**src/rtl/pfwp_pkg.sv**
```systemverilog
package pfwp_pkg;

  typedef enum logic [2:0] {
    ST_NORMAL,
    ST_PF_PENDING,
    ST_PROTECTED,
    ST_BATTERY,
    ST_RECOVERY
  } guardState_t;

  // Strobes from control to datapath
  typedef struct packed {
    logic passAccess;
    logic selBattery;
  } guardCtrl_t;

endpackage

```
**src/rtl/pfwp_sync.sv**
```systemverilog
module pfwp_sync #(
  parameter int   STAGES    = 2,
  parameter logic RESET_VAL = 1'b0
) (
  input  logic clk,
  input  logic rstN,
  input  logic asyncIn,
  output logic syncOut
);
  logic [STAGES-1:0] chain;

  genvar g;
  generate
    for (g = 0; g < STAGES; g++) begin : g_stage
      always_ff @(posedge clk or negedge rstN) begin
        if (!rstN) chain[g] <= RESET_VAL;
        else if (g == 0) chain[g] <= asyncIn;
        else chain[g] <= chain[(g == 0) ? 0 : g-1];
      end
    end
  endgenerate

  assign syncOut = chain[STAGES-1];
endmodule

```
**src/rtl/pfwp_control.sv**
```systemverilog
module pfwp_control
  import pfwp_pkg::*;
#(
  parameter int WP_CYCLES = 8,
  parameter int ER_CYCLES = 20
) (
  input  logic       clk,
  input  logic       rstN,
  input  logic       pfSync,
  input  logic       soSync,
  input  logic       hostCeN,
  output guardCtrl_t ctrl
);
  localparam int MAX_CYC = (WP_CYCLES > ER_CYCLES) ? WP_CYCLES : ER_CYCLES;
  localparam int CNT_W   = $clog2(MAX_CYC + 1);

  guardState_t state, stateNext;
  logic [CNT_W-1:0] cnt, cntNext;

  always_comb begin
    stateNext = state;
    cntNext   = cnt;
    unique case (state)
      ST_NORMAL: begin
        if (pfSync) begin
          if (!hostCeN) begin
            stateNext = ST_PF_PENDING;
            cntNext   = CNT_W'(WP_CYCLES - 1);
          end else begin
            stateNext = ST_PROTECTED;
          end
        end
      end
      ST_PF_PENDING: begin
        if (hostCeN || cnt == '0) stateNext = ST_PROTECTED;
        else cntNext = cnt - 1'b1;
      end
      ST_PROTECTED: begin
        if (!pfSync) begin
          stateNext = ST_RECOVERY;
          cntNext   = CNT_W'(ER_CYCLES - 1);
        end
      end
      ST_BATTERY: begin
        if (!soSync) stateNext = ST_PROTECTED;
      end
      ST_RECOVERY: begin
        if (pfSync) stateNext = ST_PROTECTED;
        else if (cnt == '0) stateNext = ST_NORMAL;
        else cntNext = cnt - 1'b1;
      end
      default: stateNext = ST_PROTECTED;
    endcase
    if (soSync) stateNext = ST_BATTERY;
  end

  always_ff @(posedge clk or negedge rstN) begin
    if (!rstN) begin
      state <= ST_PROTECTED;
      cnt   <= '0;
    end else begin
      state <= stateNext;
      cnt   <= cntNext;
    end
  end

  assign ctrl.passAccess = (state == ST_NORMAL) || (state == ST_PF_PENDING);
  assign ctrl.selBattery = (state == ST_BATTERY);

  // Assertion-side age counters
  logic [CNT_W:0] pendAge, recAge;
  always_ff @(posedge clk or negedge rstN) begin
    if (!rstN) begin
      pendAge <= '0;
      recAge  <= '0;
    end else begin
      pendAge <= (state == ST_PF_PENDING) ? pendAge + 1'b1 : '0;
      recAge  <= (state == ST_RECOVERY)   ? recAge + 1'b1  : '0;
    end
  end

  a_r3_idle_protect: assert property (@(posedge clk) disable iff (!rstN)
    (state == ST_NORMAL && pfSync && hostCeN && !soSync) |=> state == ST_PROTECTED);

  a_r4_window_bound: assert property (@(posedge clk) disable iff (!rstN)
    (state == ST_PF_PENDING) |-> (pendAge < (CNT_W+1)'(WP_CYCLES)));

  a_r4_access_end: assert property (@(posedge clk) disable iff (!rstN)
    (state == ST_PF_PENDING && hostCeN && !soSync) |=> state == ST_PROTECTED);

  a_r6_recovery_length: assert property (@(posedge clk) disable iff (!rstN)
    (state == ST_NORMAL && $past(state) != ST_NORMAL) |->
      ($past(state) == ST_RECOVERY && recAge == (CNT_W+1)'(ER_CYCLES)));

  a_r7_battery_follow: assert property (@(posedge clk) disable iff (!rstN)
    soSync |=> state == ST_BATTERY);
endmodule

```
**src/rtl/pfwp_gate.sv**
```systemverilog
module pfwp_gate
  import pfwp_pkg::*;
(
  input  guardCtrl_t ctrl,
  input  logic       hostCeN,
  input  logic       hostOeN,
  input  logic       hostWeN,
  output logic       memCeN,
  output logic       memOeN,
  output logic       memWeN,
  output logic       dqDrive,
  output logic       useBattery,
  output logic       writeProtect
);
  logic block;
  assign block        = ~ctrl.passAccess;
  assign memCeN       = hostCeN | block;
  assign memOeN       = hostOeN | block;
  assign memWeN       = hostWeN | block;
  assign dqDrive      = ~memCeN & ~memOeN & hostWeN;
  assign useBattery   = ctrl.selBattery;
  assign writeProtect = block;

  always_comb begin
    if (useBattery) a_r7_battery_protected: assert (writeProtect);
  end
endmodule

```
**src/rtl/pwrfail_guard.sv**
```systemverilog
module pwrfail_guard
  import pfwp_pkg::*;
#(
  parameter int WP_CYCLES   = 8,
  parameter int ER_CYCLES   = 20,
  parameter int SYNC_STAGES = 2
) (
  input  logic clk,
  input  logic rstN,
  input  logic belowPfAsync,
  input  logic belowSoAsync,
  input  logic hostCeN,
  input  logic hostOeN,
  input  logic hostWeN,
  output logic memCeN,
  output logic memOeN,
  output logic memWeN,
  output logic dqDrive,
  output logic useBattery,
  output logic writeProtect
);
  logic pfSync, soSync;
  guardCtrl_t ctrl;

  pfwp_sync #(.STAGES(SYNC_STAGES), .RESET_VAL(1'b1)) i_pfSync (
    .clk(clk), .rstN(rstN), .asyncIn(belowPfAsync), .syncOut(pfSync));

  pfwp_sync #(.STAGES(SYNC_STAGES), .RESET_VAL(1'b0)) i_soSync (
    .clk(clk), .rstN(rstN), .asyncIn(belowSoAsync), .syncOut(soSync));

  pfwp_control #(.WP_CYCLES(WP_CYCLES), .ER_CYCLES(ER_CYCLES)) i_control (
    .clk(clk), .rstN(rstN), .pfSync(pfSync), .soSync(soSync),
    .hostCeN(hostCeN), .ctrl(ctrl));

  pfwp_gate i_gate (
    .ctrl(ctrl), .hostCeN(hostCeN), .hostOeN(hostOeN), .hostWeN(hostWeN),
    .memCeN(memCeN), .memOeN(memOeN), .memWeN(memWeN), .dqDrive(dqDrive),
    .useBattery(useBattery), .writeProtect(writeProtect));
endmodule

```
**config.mk**
```make
export PLATFORM = sky130hd
export DESIGN_NAME = pwrfail_guard
export DESIGN_NICKNAME = d
export VERILOG_FILES = /design/src/rtl/pfwp_pkg.sv /design/src/rtl/pfwp_sync.sv /design/src/rtl/pfwp_control.sv /design/src/rtl/pfwp_gate.sv /design/src/rtl/pwrfail_guard.sv
export SDC_FILE = /design/constraint.sdc
export NUM_CORES = 1
export LEC_CHECK = 0
export ABC_AREA = 1
export BUFFER_PORTS_ARGS = -buffer_cell sky130_fd_sc_hd__buf_2
export CORE_MARGIN = 8
export CORE_UTILIZATION = 50
export CTS_CLUSTER_SIZE = 12
export DETAILED_ROUTE_END_ITERATION = 12
export GPL_TIMING_DRIVEN = 0
export HOLD_SLACK_MARGIN = 0.12
export PLACE_DENSITY = 0.77
export RECOVER_POWER = 100
export SYNTH_ARGS = -nofsm -noshare
export SYNTH_HDL_FRONTEND = slang
export SYNTH_SLANG_ARGS = --single-unit
export TNS_END_PERCENT = 10
```
**constraint.sdc**
```tcl
create_clock -name clk -period 4.09 [get_ports clk]
set_input_delay 0.6135 -clock clk [delete_from_list [all_inputs] [get_ports clk]]
set_output_delay 0.6135 -clock clk [all_outputs]
set_load 0.02 [all_outputs]
```
* Word-level counts from Yosys, hierarchy flattened
Index checks and enable logic that the tools add are counted.
Widths: inputs -> output; s select.
** Word-level totals
- Bits in registers :: 12
- Bits of input ports :: 7
- Output and inout port bits :: 6
- Word-level logic and storage cells :: 51
** Operators by class
- $add $sub $neg :: 1
- Eq/ne operators :: 14
- Muxes and demuxes :: 15
- Bitwise operators :: 8
- Reduce and logical (&&, ||, !) cells :: 7
** Operators by type and width (number)
- $mux 5 :: 6
- $pmux 5 s4 :: 1
- $mux 3 :: 6
- $ne 2x2->1 const B :: 6
- $pmux 3 s4 :: 1
- $reduce_and 7->1 :: 1
- $eq 3x2->1 const B :: 2
- $ne 3x3->1 const B :: 2
- $logic_not 5->1 :: 1
- $sub 5x1->5 const B :: 1
- $ne 4x3->1 const B :: 1
- $reduce_and 4->1 :: 1
- $reduce_bool 4->1 :: 1
- $eq 3x1->1 const B :: 1
- $eq 3x3->1 const B :: 1
- $logic_not 3->1 :: 1
- $ne 3x2->1 const B :: 1
- $not 1->1 :: 3
- $or 1x1->1 :: 3
- $and 1x1->1 :: 2
- $logic_or 1x1->1 :: 2
- $mux 2 :: 1

* Longest topological paths before layout
Gate-level depths: netlist (run 1).
- Depth in word-level cells :: 7
- Mapped depth :: 10
- Depth with buffers taken out :: 10

* Modules after synthesis
A second synthesis (run 1) with hierarchy kept.
** Second synthesis, totals
- Cell total of the unflattened synthesis :: 116
- Area, all modules :: 815.8 sq um
** By module, submodules not included
- pfwp_control :: times used 1, cells each 103, area an instance 673.1 sq um, seq. area each 201.4 sq um
- pfwp_sync at i_pfSync :: times used 1, cells each 2, area an instance 52.6 sq um, seq. area each 52.6 sq um
- pfwp_sync at i_soSync :: times used 1, cells each 2, area an instance 50.0 sq um, seq. area each 50.0 sq um
- pfwp_gate :: times used 1, cells each 9, area an instance 40.0 sq um, seq. area each 0.0 sq um

* Worst setup path before layout (run 1)
OpenSTA, ideal clock, no wires.
- Kind :: input to output
- From :: input hostCeN
- To :: output dqDrive
- Arrival :: 1429 ps
- Data required time :: 3477 ps
- Slack :: 2047 ps
- Cell stages on the path :: 3
- Buffers on the path :: 0
- Cell sequence :: inv_1 > nand2_1 > nor3_1
** Between the ends
- Longest elaborated chain between the ends :: 4
** RTL lines
- from (decl) :: line pwrfail_guard.sv:12 : input logic hostCeN,
- $or 1x1->1 :: line pfwp_gate.sv:17 : assign memCeN = hostCeN | block;
- named net memCeN :: line pwrfail_guard.sv:15 : output logic memCeN,
- $not 1->1 :: line pfwp_gate.sv:20 : assign dqDrive = ~memCeN & ~memOeN & hostWeN;
- $and 1x1->1 (2 in series) :: line pfwp_gate.sv:20
- to (decl) :: line pwrfail_guard.sv:18 : output logic dqDrive,
The timed path passes the listed nets, and every way through them passes these cells.

* Worst setup path in the final report (run 1)
- From :: register i_control.state[2]
- To :: output dqDrive
** Between the ends
- Longest elaborated chain between the ends :: 7
- Elaborated cells between the ends (all ways) :: 10
** RTL lines
- from (decl) :: line pfwp_control.sv:17 : guardState_t state, stateNext;
- from (signal assigned) :: line pfwp_control.sv:62 : state <= stateNext;
- $eq 3x1->1 or $logic_not 3->1 (tied branches) :: line pfwp_control.sv:67 : assign ctrl.passAccess = (state == ST_NORMAL) || (state == ST_PF_PENDING);
- $logic_or 1x1->1 * :: line pfwp_control.sv:67
- $not 1->1 * :: line pfwp_gate.sv:16 : assign block = ~ctrl.passAccess;
- $or 1x1->1, on equally long branches :: line pfwp_gate.sv:17, pfwp_gate.sv:18
- $not 1->1 :: line pfwp_gate.sv:20
- $and 1x1->1 * (2 in series) :: line pfwp_gate.sv:20
Every way passes the cells marked *; elsewhere a longest branch is shown, timed or not.

==> metrics.yaml, run 1 <==
floorplanning:
  die_x_um: 56.8
  rows: 14
  start_util_pct: 54.1
  die_h_um: 56.8
  io_pins: 13
  dieArea_um2: 3230
  core_area_um2: 1540
sta:
  fin_crit_ns: 2.29
  worst_pin_slew_ns: 0.633
  tns_ns: 0
  hold_viol_final: 0
  finClkSkew_ns: 0.0100
  rsz0062_at_grt: "no"
  period_share_pct: 56.0
  setup_viol: 0
  slew_headroom_pct: 57.8
  max_freq_mhz: 437
  slew_viol_final: 0
routing:
  totalWireLength_mm: 1.78
  drc: 0
  routedWlPerCell_um: 11.6
  ant_nets: 0
  vias: 798
  first_pass_iters: 4
  drt_iter0_markers: 19
  via_per_inst: 5.22
yosys:
  synth_edf_count: 0
  yosysWarnings: 0
  synth_area_leaders: "dfrtp_1, nand2_1, nand3_1, dfstp_2, inv_1"
  synth_async_sr_flop_share_pct: 100
  seq_area_frac_synth_pct: 36.5
  netlist_top_cells_count: "nand2_1, nand3_1, inv_1"
  syn_inst: 121
  ys_ff_latch: 12
  post-synth-top-area-fraction_pct: 27.0
  yosysMostFrequentCell: "nand2_1"
  synth_cell_types: 22
  syn_area_um2: 833
  avgSynthCellArea_um2: 6.89
  synth_top_area_cell: "dfrtp_1"
  synth_ff_type: "dfrtp_1"
  syn_nets: 130
clock_network:
  clk_latency_ns: 0.28
  tritoncts: "done"
  clkSlewWorstSetupHoldPaths_ns: 0.08
  htreeDepth: 1
  cts_num_sinks: 12
  ctsResizeCount: 0
  cts-buffers-inserted: 3
  cts-hold-fix-buffers: 0
  post_cts.repair.setup_buffers: 0
  cts_buffer_depth: 2
  clockRootBuffer: "clkbuf_4"
worst_setup_path:
  cp.required_ns: 3.48
  max_stage_delay_ns: 0.45
  end_kind: "output port"
  slowest_stage: "dfrtp_1"
  crit_family: "simple AND/OR/NAND/NOR gates"
  worstPathArrival_ns: 1.68
  cp_max_fo: 7
  ff2ff_setup_slack_ns: 2.44
  reg2reg_to: "i_control.cnt[0]$_DFFE_PN0P_"
  cp_num_buf_inv: 1
  cp-start-kind: "register"
  rr_startpoint: "i_control.cnt[0]$_DFFE_PN0P_"
  worstPathCellList: "nor2_1, nand2_1, nor3_1, clkbuf_1"
  criticalPathCategory: "reg2out"
  ff2ff_path_depth: 10
grt:
  grt_pass1_wl_mm: 3.11
  first_global_vias: 741
  grt_max_degree: 13
  grt-busiest-layer: "met2"
  grt_use_met1_pct: 14.9
  antenna_found_initial: 0
  overflow: 0
  grt_use_met3_pct: 2.02
  grt_usage_pct: 11.6
  grt_util_met2_pct: 17.7
hold_path:
  hold_class: "in2async"
placed_design:
  io_buffers: 12
  post-dp-hpwl_mm: 1.36
  finalWeightedCongestion: 0.849
  placed_cell_area_um2: 913
power_and_ir_drop:
  cellLeakagePower_nw: 0.493
  totalPowerFinal_uw: 537
  p_per_area_nw_per_um2: 578
  vdd_drop_max_uv: 319
job:
  cap_violations: 0
finish:
  layout.nets: 147
  drive_above_1_share_pct: 19.0
  syn2layout_area_growth_pct: 11.6
  diodes: 0
  finalInstanceArea_um2: 930
run_status:
  status: "complete, no violations"
flip-flops by register name, summed over array words and instances, names as in the netlist:
name / cells
i_pfSync.syncOut: 1
i_soSync.syncOut: 1
i_control.state: 3
i_soSync.chain: 1
i_control.cnt: 5
i_pfSync.chain: 1
report_power, final:
part           switching (mW)  internal [mW]  leakage, nW
sequential             0.0311          0.151        0.140
combinational           0.176         0.0857        0.332
clock                  0.0393         0.0541       0.0210
total                   0.246          0.291        0.493
layout make-up:
cell class                 instances  area, um2
sequential                        12        304
inverter                          18       68.8
clock buffer                       4       36.3
tap                               16       20.0
timing repair buffer              12       55.1
multi-input combinational         91        445
fill                             151        612
routing by layer:
layer | share of wire, % | wire [um]
met3 | 5.1 | 91
met1 | 46 | 819
met5 | 0 | 0
met2 | 48 | 848
met4 | 0.85 | 15
placed cells by master, fill, tap and decap left out, drive strengths merged:
cell / instances
nor2: 18
nand2: 40
inv: 17
ha: 2
or2: 1
dfstp: 3
nand3: 20
nor3: 2
clkinv: 1
o21ai: 2
dfrtp: 9
nand4: 4
a21oi: 2
clkbuf: 8
buf: 8
logic make-up (layout without fill, tap and decap cells):
logic type	count (synthesis)	in the layout	synth area share, %
buf+inv	18	34	8.26
simple gates	85	85	48.0
compound gates	4	4	4.20
fa+ha+maj	2	2	3.00
flops	12	12	36.5
metrics by stage:
step | utilization [%] | worst slack, ns | std cells | hold slack [ns]
floorplan | - | 2.05 | 121 | 0.318
global placement | 59.3 | 2.22 | 149 | 0.337
detailed placement | 59.3 | 2.20 | 149 | 0.341
CTS | 61.6 | 1.99 | 153 | 0.200
global route | 60.3 | 1.60 | 153 | 0.359
finish | 60.3 | 1.80 | 153 | 0.323
worst max-delay path by stage:
stage                                        start       to  slack [ns]  depth (start not counted)
floorplan                                  hostCeN  dqDrive        2.05                          3
global placement                           hostCeN  dqDrive        2.22                          5
detailed placement                         hostCeN  dqDrive        2.20                          5
CTS                 i_control.state[2]$_DFFE_PN0P_  dqDrive        1.99                          4
global route        i_control.state[2]$_DFFE_PN0P_  dqDrive        1.60                          4
finish              i_control.state[2]$_DFFE_PN0P_  dqDrive        1.80                          4
No activity file was read; power rests on OpenSTA's default activity.
==> run 2: changes to the inputs <==
--- a/config.mk
+++ b/config.mk
@@ -8,12 +8,12 @@
 export ABC_AREA = 1
 export BUFFER_PORTS_ARGS = -buffer_cell sky130_fd_sc_hd__buf_2
 export CORE_MARGIN = 8
-export CORE_UTILIZATION = 50
+export CORE_UTILIZATION = 49
 export CTS_CLUSTER_SIZE = 12
 export DETAILED_ROUTE_END_ITERATION = 12
 export GPL_TIMING_DRIVEN = 0
 export HOLD_SLACK_MARGIN = 0.12
-export PLACE_DENSITY = 0.77
+export PLACE_DENSITY = 0.78
 export RECOVER_POWER = 100
 export SYNTH_ARGS = -nofsm -noshare
 export SYNTH_HDL_FRONTEND = slang
==> constraint.sdc (replaced) <==
create_clock -name clk -period 2.1 [get_ports clk]
set_input_delay 0.315 -clock clk [delete_from_list [all_inputs] [get_ports clk]]
set_output_delay 0.315 -clock clk [all_outputs]
set_load 0.02 [all_outputs]
==> metrics.yaml, run 2 (synthesized netlist as in run 1, its figures left out) <==
run_status:
  status: "complete, no violations"  # unchanged
clock_network:
  clkSlewWorstSetupHoldPaths_ns: 0.06  # was 0.08 ns
  post_cts.repair.setup_buffers: 0  # unchanged
  htreeDepth: 1  # unchanged
  tritoncts: "done"  # unchanged
  cts_num_sinks: 12  # unchanged
  clk_latency_ns: 0.27  # was 0.28 ns
  cts-buffers-inserted: 3  # unchanged
  clockRootBuffer: "clkbuf_4"  # unchanged
  cts_buffer_depth: 2  # unchanged
power_and_ir_drop:
  p_per_area_nw_per_um2: 1090  # was 578 nW/um2
  p_int_uw: 536  # was 291 uW
  power.clock.fraction_pct: 13.9  # was 17.4%
  switching_share_pct: 47.1  # was 45.8%
  vdd_drop_max_uv: 595  # was 319 uV
  p_sw_uw: 477  # was 246 uW
  cellLeakagePower_nw: 0.494  # was 0.493 nW
  totalPowerFinal_mw: 1.01  # was 537 uW
  comb_power_share_pct: 50.7  # was 48.7%
  p_seq_share_pct: 35.4  # was 33.9%
routing:
  first_pass_iters: 4  # unchanged
  ant_nets: 0  # unchanged
  routedWlPerCell_um: 11.4  # was 11.6 um
  drt_iter0_markers: 41  # was 19
  totalWireLength_mm: 1.77  # was 1.78 mm
  drc: 0  # unchanged
  via_per_inst: 5.41  # was 5.22
  vias: 838  # was 798
worst_setup_path:
  ff2ff_path_depth: 10  # unchanged
  end_kind: "output port"  # unchanged
  max_stage_delay_ns: 0.46  # was 0.45 ns
  reg2reg_to: "i_control.cnt[2]$_DFFE_PN0P_"  # was i_control.cnt[0]$_DFFE_PN0P_
  slowest_stage: "dfrtp_1"  # unchanged
  cp-start-kind: "register"  # unchanged
  cp.required_ns: 1.78  # was 3.48 ns
  ff2ff_setup_slack_ns: 0.45  # was 2.44 ns
  cp_num_buf_inv: 1  # unchanged
  cp_max_fo: 7  # unchanged
  crit_family: "simple AND/OR/NAND/NOR gates"  # unchanged
  criticalPathCategory: "reg2out"  # unchanged
  worstPathArrival_ns: 1.44  # was 1.68 ns
  worstPathCellList: "nor2_2, nand2_1, nor3_1, buf_2"  # was nor2_1, nand2_1, nor3_1, clkbuf_1
  rr_startpoint: "i_control.cnt[0]$_DFFE_PN0P_"  # unchanged
hold_path:
  hold_class: "in2reg"  # was in2async
  min_from: "belowPfAsync"
  whs_path_depth: 1
  whs_endpoint: "i_pfSync.chain[0]$_DFF_PN1_"
grt:
  overflow: 0  # unchanged
  grt_usage_pct: 11.7  # was 11.6%
  antenna_found_initial: 0  # unchanged
  grt_pass1_wl_mm: 3.13  # was 3.11 mm
  first_global_vias: 788  # was 741
  grt_max_degree: 13  # unchanged
sta:
  fin_crit_ns: 1.76
  tns_ns: 0  # unchanged
  slew_viol_final: 0  # unchanged
  period_share_pct: 83.7
  hold_viol_final: 0  # unchanged
  worst_slack_ns: 0.341  # was 1.80 ns
  slew_headroom_pct: 58.9  # was 57.8%
  rsz0062_at_grt: "no"  # unchanged
  worst_pin_slew_ns: 0.616  # was 0.633 ns
  finClkSkew_ns: 0.0119  # was 0.0100 ns
  max_freq_mhz: 569
  setup_viol: 0  # unchanged
finish:
  drive_above_1_share_pct: 19.6  # was 19.0%
  layoutNonFillerInstCount: 155  # was 153
  top_regs: "i_control.cnt (5), i_control.state (3)"  # unchanged
  layout_common_cells: "nand2_1, nand3_1, inv_1"  # unchanged
  diodes: 0  # unchanged
  fillers: 151  # unchanged
  final_common_cell: "nand2_1"  # unchanged
  largest_reg_flops: 5  # unchanged
  syn2layout_area_growth_pct: 12.0  # was 11.6%
  layout.nets: 148  # was 147
  top_register: "i_control.cnt"  # unchanged
placed_design:
  finalWeightedCongestion: 0.879  # was 0.849
  placedCellCount: 150  # was 149
  io_buffers: 12  # unchanged
  place_ws_ns: 0.567  # was 2.20 ns
  post-dp-hpwl_mm: 1.43  # was 1.36 mm
job:
  cap_violations: 0  # unchanged
floorplanning:
  start_util_pct: 49.9  # was 54.1%
  core_area_um2: 1670  # was 1540 um2
  io_pins: 13  # unchanged
  die_h_um: 57.2  # was 56.8 um
  rows: 15  # was 14
  die_x_um: 57.2  # was 56.8 um
  dieArea_um2: 3280  # was 3230 um2
==> run 2: repair_timing <==
item | CTS | global route
hold buffers | 1 | 0
setup endpoints to repair | 0 | 0
endpoints found under the hold margin | 9 | 0
resized for setup | 0 | 0
==> run 2: power groups by stage <==
stage                     clock (mW)  combinational, mW  sequential, mW
final                          0.141              0.514           0.359
after global routing           0.163              0.590           0.368
after CTS                      0.150              0.528           0.359
after detailed placement           0              0.524           0.363
after global placement             0              0.509           0.362
after floorplan                    0              0.412           0.350
==> run 2: cell type report <==
type / count / area [um2] / area share (%)
Multi-Input combinational cell: 91 / 448 / 48.0
Sequential cell: 12 / 304 / 32.6
Inverter: 18 / 68.8 / 7.37
Timing Repair Buffer: 13 / 65.1 / 6.97
Clock buffer: 4 / 26.3 / 2.82
Tap cell: 17 / 21.3 / 2.28
==> run 2: layer usage <==
layer | share of wire, % | routed length [um] | track usage, % | up-vias
met5 | 0 | 0 | 0 | -
met4 | 1.6 | 29 | 7.50 | 0
met3 | 5.0 | 88 | 2.69 | 4
met2 | 46 | 809 | 18.0 | 24
met1 | 47 | 837 | 14.1 | 392
li1 | - | - | - | 418
==> run 2: how the worst max path moves through the flow <==
stage	startpoint	end	slack, ns	depth (start not counted)
floorplan	i_control.state[2]$_DFFE_PN0P_	dqDrive	0.45	3
global placement	i_control.cnt[0]$_DFFE_PN0P_	i_control.cnt[1]$_DFFE_PN0P_	0.61	9
detailed placement	i_control.cnt[0]$_DFFE_PN0P_	i_control.cnt[3]$_DFFE_PN0P_	0.57	10
CTS	i_control.state[2]$_DFFE_PN0P_	dqDrive	0.32	4
global route	i_control.state[2]$_DFFE_PN0P_	dqDrive	0.19	4
finish	i_control.state[2]$_DFFE_PN0P_	dqDrive	0.34	4
==> run 2: metrics by stage <==
step                      utilization (%)  cell area (um2)  hold WS (ns)
final                                55.9              933         0.152
after global routing                 55.9              933         0.134
after CTS                            56.9              951         0.138
after detailed placement             54.8              915         0.201
after global placement               54.8              915         0.195
after floorplan                         -              833        0.0194
==> run 2: worst register-to-register path, cell delays in order, from the launching register on <==
cell     delay [ns]
dfrtp_1        0.40
inv_1          0.13
ha_1           0.16
inv_1          0.04
nor2_1         0.11
nand2_1        0.16
nand2_1        0.19
nand2_1        0.08
nand3_1        0.19
nand2_1        0.07
nand2_1        0.06
==> run 3: changes to the inputs <==
--- a/config.mk
+++ b/config.mk
@@ -8,12 +8,12 @@
 export ABC_AREA = 1
 export BUFFER_PORTS_ARGS = -buffer_cell sky130_fd_sc_hd__buf_2
 export CORE_MARGIN = 8
-export CORE_UTILIZATION = 49
+export CORE_UTILIZATION = 50
 export CTS_CLUSTER_SIZE = 12
 export DETAILED_ROUTE_END_ITERATION = 12
 export GPL_TIMING_DRIVEN = 0
 export HOLD_SLACK_MARGIN = 0.12
-export PLACE_DENSITY = 0.78
+export PLACE_DENSITY = 0.77
 export RECOVER_POWER = 100
 export SYNTH_ARGS = -nofsm -noshare
 export SYNTH_HDL_FRONTEND = slang
==> constraint.sdc (replaced) <==
create_clock -name clk -period 1.8 [get_ports clk]
set_input_delay 0.27 -clock clk [delete_from_list [all_inputs] [get_ports clk]]
set_output_delay 0.27 -clock clk [all_outputs]
set_load 0.02 [all_outputs]
==> metrics.yaml, run 3 (synthesized netlist as in run 1, its figures left out) <==
power_and_ir_drop:
  cellLeakagePower_nw: 0.520  # was 0.494 nW
  p_per_area_nw_per_um2: 1280  # was 1090 nW/um2
  vdd_drop_max_uv: 724  # was 595 uV
finish:
  top_regs: "i_control.cnt (5), i_control.state (3)"  # unchanged
  diodes: 0  # unchanged
  top_register: "i_control.cnt"  # unchanged
  layout_common_cells: "nand2_1, nand3_1, inv_1"  # unchanged
  final_util_pct: 63.3  # was 55.9%
  syn2layout_area_growth_pct: 17.1  # was 12.0%
  largest_reg_flops: 5  # unchanged
  final_common_cell: "nand2_1"  # unchanged
  fillers: 144  # was 151
  layout.nets: 150  # was 148
  drive_above_1_share_pct: 22.9  # was 19.6%
sta:
  fin_crit_ns: 1.66
  slew_viol_final: 0  # unchanged
  max_freq_mhz: 602
  tns_ns: 0  # unchanged
  worst_pin_slew_ns: 0.634  # was 0.616 ns
  period_share_pct: 92.3
  finClkSkew_ns: 0.00894  # was 0.0119 ns
  rsz0062_at_grt: "no"  # unchanged
  hold_viol_final: 0  # unchanged
  setup_viol: 0  # unchanged
  slew_headroom_pct: 57.7  # was 58.9%
floorplanning:
  io_pins: 13  # unchanged
  die_h_um: 56.8  # was 57.2 um
  die_x_um: 56.8  # was 57.2 um
  core_area_um2: 1540  # was 1670 um2
  dieArea_um2: 3230  # was 3280 um2
  rows: 14  # was 15
  start_util_pct: 54.1  # was 49.9%
grt:
  overflow: 0  # unchanged
  antenna_found_initial: 0  # unchanged
  grt-busiest-layer: "met2"  # unchanged
  first_global_vias: 755  # was 788
  grt_use_met3_pct: 2.47  # was 2.69%
  grt_util_met2_pct: 18.3  # was 18.0%
  grt_pass1_wl_mm: 3.16  # was 3.13 mm
  grt_use_met1_pct: 14.8  # was 14.1%
  grt_usage_pct: 11.8  # was 11.7%
  grt_max_degree: 13  # unchanged
worst_setup_path:
  end_kind: "output port"  # unchanged
  cp_max_fo: 7  # unchanged
  criticalPathCategory: "reg2out"  # unchanged
  worstPathArrival_ns: 1.39  # was 1.44 ns
  cp-start-kind: "register"  # unchanged
  cp.required_ns: 1.53  # was 1.78 ns
  ff2ff_path_depth: 10  # unchanged
hold_path:
  hold_class: "reg2reg"  # was in2reg
  whs_path_depth: 0  # was 1
clock_network:
  tritoncts: "done"  # unchanged
  htreeDepth: 1  # unchanged
  cts_num_sinks: 12  # unchanged
  cts_buffer_depth: 2  # unchanged
  clockRootBuffer: "clkbuf_4"  # unchanged
  clkSlewWorstSetupHoldPaths_ns: 0.08  # was 0.06 ns
  cts-buffers-inserted: 3  # unchanged
  clk_latency_ns: 0.28  # was 0.27 ns
placed_design:
  io_buffers: 12  # unchanged
  post-dp-hpwl_mm: 1.36  # was 1.43 mm
  finalWeightedCongestion: 0.849  # was 0.879
routing:
  routedWlPerCell_um: 11.7  # was 11.4 um
  drt_iter0_markers: 14  # was 41
  vias: 814  # was 838
  first_pass_iters: 4  # unchanged
  drc: 0  # unchanged
  ant_nets: 0  # unchanged
  via_per_inst: 5.22  # was 5.41
  totalWireLength_mm: 1.83  # was 1.77 mm
run_status:
  status: "complete, no violations"  # unchanged
job:
  cap_violations: 0  # unchanged
==> run 3: what timing repair did <==
item                                    CTS  global route
resized for setup                         0             1
setup buffers                             0             0
endpoints found under the setup margin    0             1
hold buffers                              3             0
hold endpoints to repair                 14             0
==> run 3: report_power, final <==
group	total (mW)	leakage, nW	switching [mW]	internal (mW)
combinational	0.618	0.359	0.406	0.211
sequential	0.422	0.140	0.0785	0.344
clock	0.213	0.0210	0.0902	0.123
==> run 3: worst max-delay path, stage by stage (launching register included) <==
cell	delay [ns]
dfrtp_1	0.48
nor2_4	0.21
nand2_1	0.12
nor3_1	0.13
buf_2	0.19
==> run 3: final timing paths <==
check,startpoint,end,slack [ns]
max,i_control.state[2]$_DFFE_PN0P_,dqDrive,0.14
min,i_soSync.chain[0]$_DFF_PN0_,i_soSync.syncOut$_DFF_PN0_,0.36
max reg2reg,i_control.cnt[0]$_DFFE_PN0P_,i_control.state[1]$_DFFE_PN1P_,0.20
min reg2reg,i_soSync.chain[0]$_DFF_PN0_,i_soSync.syncOut$_DFF_PN0_,0.36
max in group asynchronous,rstN,i_control.state[0]$_DFFE_PN0P_,0.87
min in group asynchronous,rstN,i_control.state[2]$_DFFE_PN0P_,0.52
==> run 3: area by class of cell <==
cell class / count / area (um2) / share of cell area [%]
Inverter: 18 / 68.8 / 7.05
Sequential cell: 12 / 304 / 31.2
Multi-Input combinational cell: 91 / 458 / 46.9
Clock buffer: 4 / 36.3 / 3.72
Tap cell: 16 / 20.0 / 2.05
Timing Repair Buffer: 15 / 88.8 / 9.10
==> run 3: routing by layer <==
layer | vias to the layer above | wire length, um | share of wire, %
met5 | - | 0 | 0
met3 | 4 | 102 | 5.6
met1 | 369 | 827 | 45
li1 | 422 | - | -
met4 | 0 | 15 | 0.82
met2 | 19 | 884 | 48
==> run 3: per-stage QoR <==
stage / setup WS (ns) / hold slack, ns / cells / total power [mW] / cell area (um2)
floorplan: 0.191 / -0.0256 / 121 / 0.889 / 833
global placement: 0.310 / 0.157 / 149 / 1.02 / 913
detailed placement: 0.276 / 0.161 / 149 / 1.03 / 913
CTS: 0.0416 / 0.358 / 156 / 1.26 / 980
global route: 0.0121 / 0.359 / 156 / 1.37 / 976
finish: 0.138 / 0.356 / 156 / 1.25 / 976
